==> src/rtl/lsq_pkg.sv <==
// Package: shared phase encoding and control-line bundle of the readout
// sequencer. Assumes the line bundle is always driven from registers.
package lsq_pkg;

    typedef enum logic [4:0] {
        PH_IDLE,
        PH_INIT,    // all lines cleared, waiting before reset release
        PH_RSTW,    // reset released, settling
        PH_BOTH,    // both gates open
        PH_AOFF,    // first gate closed
        PH_PLO,     // plain pulse, clock low
        PH_PHI,     // plain pulse, clock high
        PH_GSTB,    // group: clock low with strobe
        PH_GLO,     // group: clock low, strobe done
        PH_GHI,     // group: clock high
        PH_GPLO,    // group trailing pulse, clock low
        PH_GPHI,    // group trailing pulse, clock high
        PH_TSTB,    // trailing strobe
        PH_TREST,   // rest of trailing tick
        PH_TWAIT,   // idle wait before hold
        PH_HOLDH,   // hold high
        PH_HOLDL    // hold low
    } phase_e;

    typedef struct packed {
        logic rst;
        logic ga;
        logic gb;
        logic sclk;
        logic adc;
        logic hold;
    } lines_t;

    localparam lines_t LINES_RESET = '{rst: 1'b0, ga: 1'b0, gb: 1'b0,
                                       sclk: 1'b1, adc: 1'b0, hold: 1'b0};

    // Map a phase onto the lines it drives; gb is kept from cur (owned by the driver).
    function automatic lines_t decode_lines(phase_e p, lines_t cur);
        lines_t l;
        l = cur;
        if (p != PH_IDLE) begin
            l.rst  = (p != PH_INIT);
            l.ga   = (p == PH_BOTH);
            l.sclk = !(p == PH_PLO || p == PH_GSTB || p == PH_GLO || p == PH_GPLO);
            l.adc  = (p == PH_GSTB || p == PH_TSTB);
            l.hold = (p == PH_HOLDH);
        end
        return l;
    endfunction

endpackage

==> src/rtl/lsq_tick_timer.sv <==
// Segment timer: loads a cycle count on each phase change and counts down.
// Assumes the loaded value is the segment length minus one; expire is
// high in the last cycle of the segment.
module lsq_tick_timer #(
    parameter int CW = 16
) (
    input  logic          clk,
    input  logic          rst_n,
    input  logic          load,
    input  logic [CW-1:0] load_val,
    output logic          expire
);

    logic [CW-1:0] cnt;

    // Down-counter reloaded at every phase entry.
    always_ff @(posedge clk) begin
        if (!rst_n)
            cnt <= '0;
        else if (load)
            cnt <= load_val;
        else if (cnt != '0)
            cnt <= cnt - 1'b1;
    end

    assign expire = (cnt == '0);

endmodule

==> src/rtl/lsq_pixel_counter.sv <==
// Pixel group counter: preloaded with the group count at frame start,
// decremented as each group begins. Flags the last group and the group
// boundary where the second gate closes.
module lsq_pixel_counter #(
    parameter int PIXELS        = 128,
    parameter int GATE_B_GROUPS = 11
) (
    input  logic clk,
    input  logic rst_n,
    input  logic preload,
    input  logic step,
    output logic last,
    output logic gate_cut
);

    localparam int PW = $clog2(PIXELS + 1);
    localparam logic [PW-1:0] CUT_VAL  = PW'(PIXELS - GATE_B_GROUPS);
    localparam logic [PW-1:0] LOAD_VAL = PW'(PIXELS);

    logic [PW-1:0] cnt;

    // Remaining-groups register.
    always_ff @(posedge clk) begin
        if (!rst_n)
            cnt <= '0;
        else if (preload)
            cnt <= LOAD_VAL;
        else if (step && cnt != '0)
            cnt <= cnt - 1'b1;
    end

    assign last     = (cnt == '0);
    assign gate_cut = (cnt == CUT_VAL);

endmodule

==> src/rtl/lsq_phase_fsm.sv <==
// Phase sequencer: steps the frame through its phases. A phase ends when
// the segment timer expires. It gives the timer the length of the next phase.
// Assumes STROBE_CYC < TICK_CYC so no segment has zero length.
module lsq_phase_fsm
    import lsq_pkg::*;
#(
    parameter int TICK_CYC   = 525,
    parameter int STROBE_CYC = 50,
    parameter int CW         = 14
) (
    input  logic          clk,
    input  logic          rst_n,
    input  logic          start,
    input  logic          expire,
    input  logic          pix_last,
    output phase_e        ph,
    output phase_e        ph_nxt,
    output logic          adv,
    output logic [CW-1:0] load_val
);

    logic pl_second;

    // Segment length in cycles of a phase.
    function automatic int unsigned len_of(phase_e p);
        case (p)
            PH_INIT:             return 2 * TICK_CYC;
            PH_RSTW:             return 6 * TICK_CYC;
            PH_BOTH, PH_AOFF:    return 8 * TICK_CYC;
            PH_PLO, PH_GPLO:     return TICK_CYC;
            PH_PHI, PH_GHI,
            PH_GPHI:             return 3 * TICK_CYC;
            PH_GSTB, PH_TSTB:    return STROBE_CYC;
            PH_GLO, PH_TREST:    return TICK_CYC - STROBE_CYC;
            PH_TWAIT:            return 16 * TICK_CYC;
            PH_HOLDH, PH_HOLDL:  return 4 * TICK_CYC;
            default:             return 1;
        endcase
    endfunction

    // Next-phase selection; start is only looked at in idle.
    always_comb begin
        ph_nxt = ph;
        case (ph)
            PH_IDLE:  if (start)  ph_nxt = PH_INIT;
            PH_INIT:  if (expire) ph_nxt = PH_RSTW;
            PH_RSTW:  if (expire) ph_nxt = PH_BOTH;
            PH_BOTH:  if (expire) ph_nxt = PH_AOFF;
            PH_AOFF:  if (expire) ph_nxt = PH_PLO;
            PH_PLO:   if (expire) ph_nxt = PH_PHI;
            PH_PHI:   if (expire) ph_nxt = pl_second ? PH_GSTB : PH_PLO;
            PH_GSTB:  if (expire) ph_nxt = PH_GLO;
            PH_GLO:   if (expire) ph_nxt = PH_GHI;
            PH_GHI:   if (expire) ph_nxt = PH_GPLO;
            PH_GPLO:  if (expire) ph_nxt = PH_GPHI;
            PH_GPHI:  if (expire) ph_nxt = pix_last ? PH_TSTB : PH_GSTB;
            PH_TSTB:  if (expire) ph_nxt = PH_TREST;
            PH_TREST: if (expire) ph_nxt = PH_TWAIT;
            PH_TWAIT: if (expire) ph_nxt = PH_HOLDH;
            PH_HOLDH: if (expire) ph_nxt = PH_HOLDL;
            PH_HOLDL: if (expire) ph_nxt = PH_IDLE;
            default:              ph_nxt = PH_IDLE;
        endcase
    end

    assign adv      = (ph_nxt != ph);
    assign load_val = CW'(len_of(ph_nxt) - 1);

    // Phase register.
    always_ff @(posedge clk) begin
        if (!rst_n)
            ph <= PH_IDLE;
        else
            ph <= ph_nxt;
    end

    // Marks that the first of the two plain clock pulses is done.
    always_ff @(posedge clk) begin
        if (!rst_n)
            pl_second <= 1'b0;
        else if (adv && ph_nxt == PH_INIT)
            pl_second <= 1'b0;
        else if (adv && ph == PH_PHI)
            pl_second <= 1'b1;
    end

endmodule

==> src/rtl/lsq_line_driver.sv <==
// Output stage: registers every control line from the phase being entered,
// so the lines change in the same cycle the phase does. It owns the second
// gate line, which depends on the pixel count. It also produces the
// end-of-frame pulse.
module lsq_line_driver
    import lsq_pkg::*;
(
    input  logic   clk,
    input  logic   rst_n,
    input  phase_e ph,
    input  phase_e ph_nxt,
    input  logic   adv,
    input  logic   gate_cut,
    output lines_t lines,
    output logic   done
);

    lines_t nxt;

    // Decode the entered phase; open or close the second gate at its boundaries.
    always_comb begin
        nxt = decode_lines(ph_nxt, lines);
        if (adv && ph_nxt == PH_INIT)
            nxt.gb = 1'b0;
        else if (adv && ph_nxt == PH_BOTH)
            nxt.gb = 1'b1;
        else if (adv && ph_nxt == PH_GSTB && gate_cut)
            nxt.gb = 1'b0;
    end

    // Line register.
    always_ff @(posedge clk) begin
        if (!rst_n)
            lines <= LINES_RESET;
        else
            lines <= nxt;
    end

    // One-cycle pulse when the final hold-low segment ends.
    always_ff @(posedge clk) begin
        if (!rst_n)
            done <= 1'b0;
        else
            done <= adv && (ph == PH_HOLDL);
    end

endmodule

==> src/rtl/lsq_readout_seq.sv <==
// Line sensor readout sequencer top. It ties together the phase sequencer,
// the segment timer, the pixel counter and the registered line driver.
// Assumes STROBE_CYC < TICK_CYC and GATE_B_GROUPS < PIXELS.
module lsq_readout_seq
    import lsq_pkg::*;
#(
    parameter int TICK_CYC      = 525,
    parameter int STROBE_CYC    = 50,
    parameter int PIXELS        = 128,
    parameter int GATE_B_GROUPS = 11
) (
    input  logic clk,
    input  logic rst_n,
    input  logic start,
    output logic sns_rst,
    output logic gate_a,
    output logic gate_b,
    output logic shift_clk,
    output logic adc_go,
    output logic hold,
    output logic done
);

    localparam int CW = $clog2(16 * TICK_CYC + 1);

    phase_e        ph;
    phase_e        ph_nxt;
    logic          adv;
    logic [CW-1:0] load_val;
    logic          expire;
    logic          pix_last;
    logic          gate_cut;
    logic          pix_preload;
    logic          pix_step;
    lines_t        lines;

    assign pix_preload = adv && (ph_nxt == PH_INIT);
    assign pix_step    = adv && (ph_nxt == PH_GSTB);

    lsq_phase_fsm #(
        .TICK_CYC  (TICK_CYC),
        .STROBE_CYC(STROBE_CYC),
        .CW        (CW)
    ) u_fsm (
        .clk     (clk),
        .rst_n   (rst_n),
        .start   (start),
        .expire  (expire),
        .pix_last(pix_last),
        .ph      (ph),
        .ph_nxt  (ph_nxt),
        .adv     (adv),
        .load_val(load_val)
    );

    lsq_tick_timer #(.CW(CW)) u_timer (
        .clk     (clk),
        .rst_n   (rst_n),
        .load    (adv),
        .load_val(load_val),
        .expire  (expire)
    );

    lsq_pixel_counter #(
        .PIXELS       (PIXELS),
        .GATE_B_GROUPS(GATE_B_GROUPS)
    ) u_pix (
        .clk     (clk),
        .rst_n   (rst_n),
        .preload (pix_preload),
        .step    (pix_step),
        .last    (pix_last),
        .gate_cut(gate_cut)
    );

    lsq_line_driver u_drv (
        .clk     (clk),
        .rst_n   (rst_n),
        .ph      (ph),
        .ph_nxt  (ph_nxt),
        .adv     (adv),
        .gate_cut(gate_cut),
        .lines   (lines),
        .done    (done)
    );

    assign sns_rst   = lines.rst;
    assign gate_a    = lines.ga;
    assign gate_b    = lines.gb;
    assign shift_clk = lines.sclk;
    assign adc_go    = lines.adc;
    assign hold      = lines.hold;

endmodule

==> config.mk <==
export PLATFORM = sky130hd
export DESIGN_NAME = lsq_readout_seq
export DESIGN_NICKNAME = d
export VERILOG_FILES = /design/src/rtl/lsq_pkg.sv /design/src/rtl/lsq_tick_timer.sv /design/src/rtl/lsq_pixel_counter.sv /design/src/rtl/lsq_phase_fsm.sv /design/src/rtl/lsq_line_driver.sv /design/src/rtl/lsq_readout_seq.sv
export SDC_FILE = /design/constraint.sdc
export NUM_CORES = 1
export LEC_CHECK = 0
export BUFFER_PORTS_ARGS = -buffer_cell sky130_fd_sc_hd__clkbuf_2
export CELL_PAD_IN_SITES_DETAIL_PLACEMENT = 1
export CELL_PAD_IN_SITES_GLOBAL_PLACEMENT = 1
export CORE_MARGIN = 2
export CORE_UTILIZATION = 28
export CTS_CLUSTER_DIAMETER = 150
export DETAILED_ROUTE_END_ITERATION = 6
export GPL_ROUTABILITY_DRIVEN = 0
export PLACE_DENSITY_LB_ADDON = 0.1
export SYNTH_ARGS = -nofsm -noshare
export SYNTH_HDL_FRONTEND = slang
export SYNTH_SLANG_ARGS = --single-unit
==> constraint.sdc <==
create_clock -name clk -period 4.1 [get_ports clk]
set_input_delay 0 -clock clk [delete_from_list [all_inputs] [get_ports clk]]
set_output_delay 0 -clock clk [all_outputs]
set_load 0.01 [all_outputs]
==> summary.md <==
| Metric | Value |
|---|---|
| Number of global-route vias before repair | `2955` |
| Final Critical Period | `3.91 ns` |
| Final TNS setup | `0 ns` |
| Layout cells sized above 1 | `24.3%` |
| Number of diodes | `0` |
| Die height | `approximately 100 um` |
| CTS Buffer Depth | `2` |
| Max Clock Freq | `0.256 GHz` |
| Critical Path Start Type | `register` |
| Setup CP Type | `reg2reg` |
| Worst Setup End Kind | `register` |
| Crit Reg-Reg Endpoint | `u_timer.cnt[12]$_SDFFE_PN0P_` |
| Inserted Clock Buffers | `5` |
| Min-delay worst type | `reg2reg` |
| Placed Instances | `523` |
| Final setup viols | `0` |
| Yosys reg bits | `35` |
| Layout overhead on the synthesized area | `24.3%` |
| Final Non-Filler Cells | `533` |
| Largest cells by area after synthesis | `dfxtp_1 26%, nor2_1 5.7%, nand2_1 4.6%` |
| Least-Margin Pin Slew | `between 0.7 and 0.8 ns` |
| Final HPWL from detailed placement | `7.51 mm` |
| WL/cell | `around 18 um` |
| # IOs | `10` |
| Cell area after synthesis | `2690 um^2` |
| Worst setup endpoint | `u_timer.cnt[12]$_SDFFE_PN0P_` |
| Max-Cap Viols | `0` |
| Avg Cell Area, Syn | `7.61 um^2` |
| Leading area contributor after synthesis | `dfxtp_1` |
| RSZ-0062 raised after global routing | `yes` |
| Depth of the CTS H-tree | `2` |
| Latest clock arrival within the worst-skew pair | `0.30 ns` |
| Clk pin slew, worst setup/hold paths | `0.08 ns` |
| Ys Warns | `0` |
| Final WL | `roughly 9.6 mm` |
| # clock sinks | `35` |
| Vias per inst | `5.45` |
| PwrDens | `between 700 and 800 nW/um^2` |
| Mapped Nets | `364` |
| Top cell type's share of synthesized area | `26.0%` |
| Final nets | `413` |
| R2R Setup Slk | `0.19 ns` |
| Top_reg_cell synth | `dfxtp_1` |
| Gr usage total | `19.8%` |
| Critical Path RT | `4.33 ns` |
| Placement row count | `35` |
| CP arrival | `around 4.1 ns` |
| Yosys cell types | `71` |
| Global-route wire length before repair | `~16 mm` |
| Iter 0 DRT Violations | `123` |
| DR DRC count | `0` |
| Initial antenna violation count | `0` |
| CTS root buf | `clkbuf_8` |
| Critical Path Source | `u_pix.cnt[2]$_SDFFE_PP0P_` |
| Clk_skew | `0.00731 ns` |
| Rel. slew slack | `50.4%` |
| Status | `finished clean` |
| Worst VDD drop | `250 uV` |
| Die Width | `around 100 um` |
| FF-to-FF Start | `u_pix.cnt[2]$_SDFFE_PP0P_` |
| Cell count after synthesis | `354` |
| Die area | `10400 um^2` |
| Pleak | `1.33 nW` |
| Post-synth top cells | `41 x nor2_1, 35 x dfxtp_1, 33 x nand2_1` |
| Post-DRT Antenna Nets | `0` |
| Largest net degree at the start of global routing | `14` |
| Final Max Slew Viols | `0` |
| Most frequent cell after synthesis | `nor2_1` |
| Crit-path max FO | `7` |
| Seq/Total Area, Yosys | `between 20% and 30%` |
| # port buffers | `9` |
| Final Hold Fails | `0` |
| Placeable core region | `9280 um^2` |
| Reg2Reg Depth | `17` |
| Post-synth EDFFs | `0` |
| Gr ovfl total | `0` |
| Fin crit share | `95.4%` |
| CTS tree | `built` |
| Synth async-reset ratio | `0%` |
| Initial core utilization | `between 20 and 30%` |
| Router iterations before antenna repair | `4` |
| Via count | `2905` |
==> power by group <==
part	leakage, nW	total, mW	switching [mW]	internal (mW)
Combinational	1.00	1.89	1.07	0.813
Sequential	0.287	0.462	0.0590	0.403
Clock	0.0402	0.264	0.146	0.118
==> metal layers <==
| layer | vias to the layer above | routed length [um] | global-route usage, % |
|---|---|---|---|
| li1 | 1418 | - | - |
| met1 | 1437 | 4850 | 29.3 |
| met2 | 43 | 4310 | 31.0 |
| met3 | 7 | 328 | 2.46 |
| met4 | 0 | 91 | 4.21 |
| met5 | - | 0 | 0 |
==> cell families after synthesis <==
logic type / count (synthesis) / share of synthesized area [%]
AND/OR/NAND/NOR: 164 / 33.1
AO/OA/AOI/OAI: 101 / 26.8
flip-flops: 35 / 26.0
buffers and inverters: 30 / 4.88
XOR/XNOR: 9 / 2.93
multiplexers: 8 / 3.02
adder cells (fa/ha/maj): 7 / 3.25
==> area by class of cell <==
cell class / instances / area, um^2
Fill cell: 1196 / 5940
Multi-Input combinational cell: 289 / 1910
Sequential cell: 35 / 706
Timing Repair Buffer: 61 / 438
Tap cell: 129 / 161
Clock buffer: 5 / 68.8
Inverter: 11 / 41.3
Clock inverter: 3 / 20.0
==> worst max-delay path, cell delays in order, from the launching register on <==
cell       delay, ns
dfxtp_1         0.32
or4_4           0.56
or4b_4          0.57
nor3_4          0.16
o21a_4          0.15
nor2_1          0.09
ha_2            0.36
buf_4           0.12
nand2_1         0.08
a31oi_4         0.25
a31oi_4         0.10
inv_1           0.07
ha_2            0.18
inv_1           0.06
a211oi_4        0.26
nand4bb_4       0.19
o21ai_1         0.15
nor3b_1         0.16
==> through the flow <==
step	setup WS, ns	total power [mW]	utilization [%]	hold slack [ns]	cell area [um^2]
floorplan	0.178	1.60	-	0.0762	2690
global placement	0.158	2.27	34.3	0.252	3180
detailed placement	0.0478	2.28	34.3	0.254	3180
CTS	0.0438	2.56	35.4	0.466	3280
global route	-0.0178	2.84	36.1	0.472	3350
finish	0.190	2.61	36.1	0.457	3350
==> placed cells by master, fill, tap and decap left out, drive strengths merged, types with 4 or more instances in the layout <==
master  count
buf        51
nor2       41
dfxtp      35
nand2      33
a21oi      25
o21ai      21
nand3      18
nor3       15
clkbuf     14
inv        11
a31oi      10
and2        7
nand4       7
mux2i       7
or3         7
ha          7
xor2        6
and3        5
nand2b      5
a211oi      5
nor4        5
a22oi       4
nor2b       4
o211ai      4
==> flip-flops by register name (all words and copies together), names as in the netlist <==
signal,cells
u_fsm.pl_second,1
u_timer.cnt,14
u_pix.cnt,8
u_fsm.ph,5
u_drv.lines,6
u_drv.done,1
==> worst min-delay path by stage <==
| stage | slack [ns] | cells after the start | from | to |
|---|---|---|---|---|
| floorplan | 0.08 | 1 | rst_n | u_drv.lines[2]$_SDFFE_PN1P_ |
| global placement | 0.25 | 2 | rst_n | u_drv.lines[2]$_SDFFE_PN1P_ |
| detailed placement | 0.25 | 2 | rst_n | u_drv.lines[2]$_SDFFE_PN1P_ |
| CTS | 0.47 | 2 | u_drv.lines[3]$_SDFFE_PP0P_ | u_drv.lines[3]$_SDFFE_PP0P_ |
| global route | 0.47 | 2 | u_drv.lines[3]$_SDFFE_PP0P_ | u_drv.lines[3]$_SDFFE_PP0P_ |
| finish | 0.46 | 2 | u_drv.lines[3]$_SDFFE_PP0P_ | u_drv.lines[3]$_SDFFE_PP0P_ |
==> repair_timing <==
item                                    in CTS  in global routing
gates resized for setup                      0                 15
endpoints found under the hold margin        2                  0
setup buffers                                0                  1
endpoints found under the setup margin       0                 11
hold buffers                                 1                  0
(Power assumes the default switching activity.)
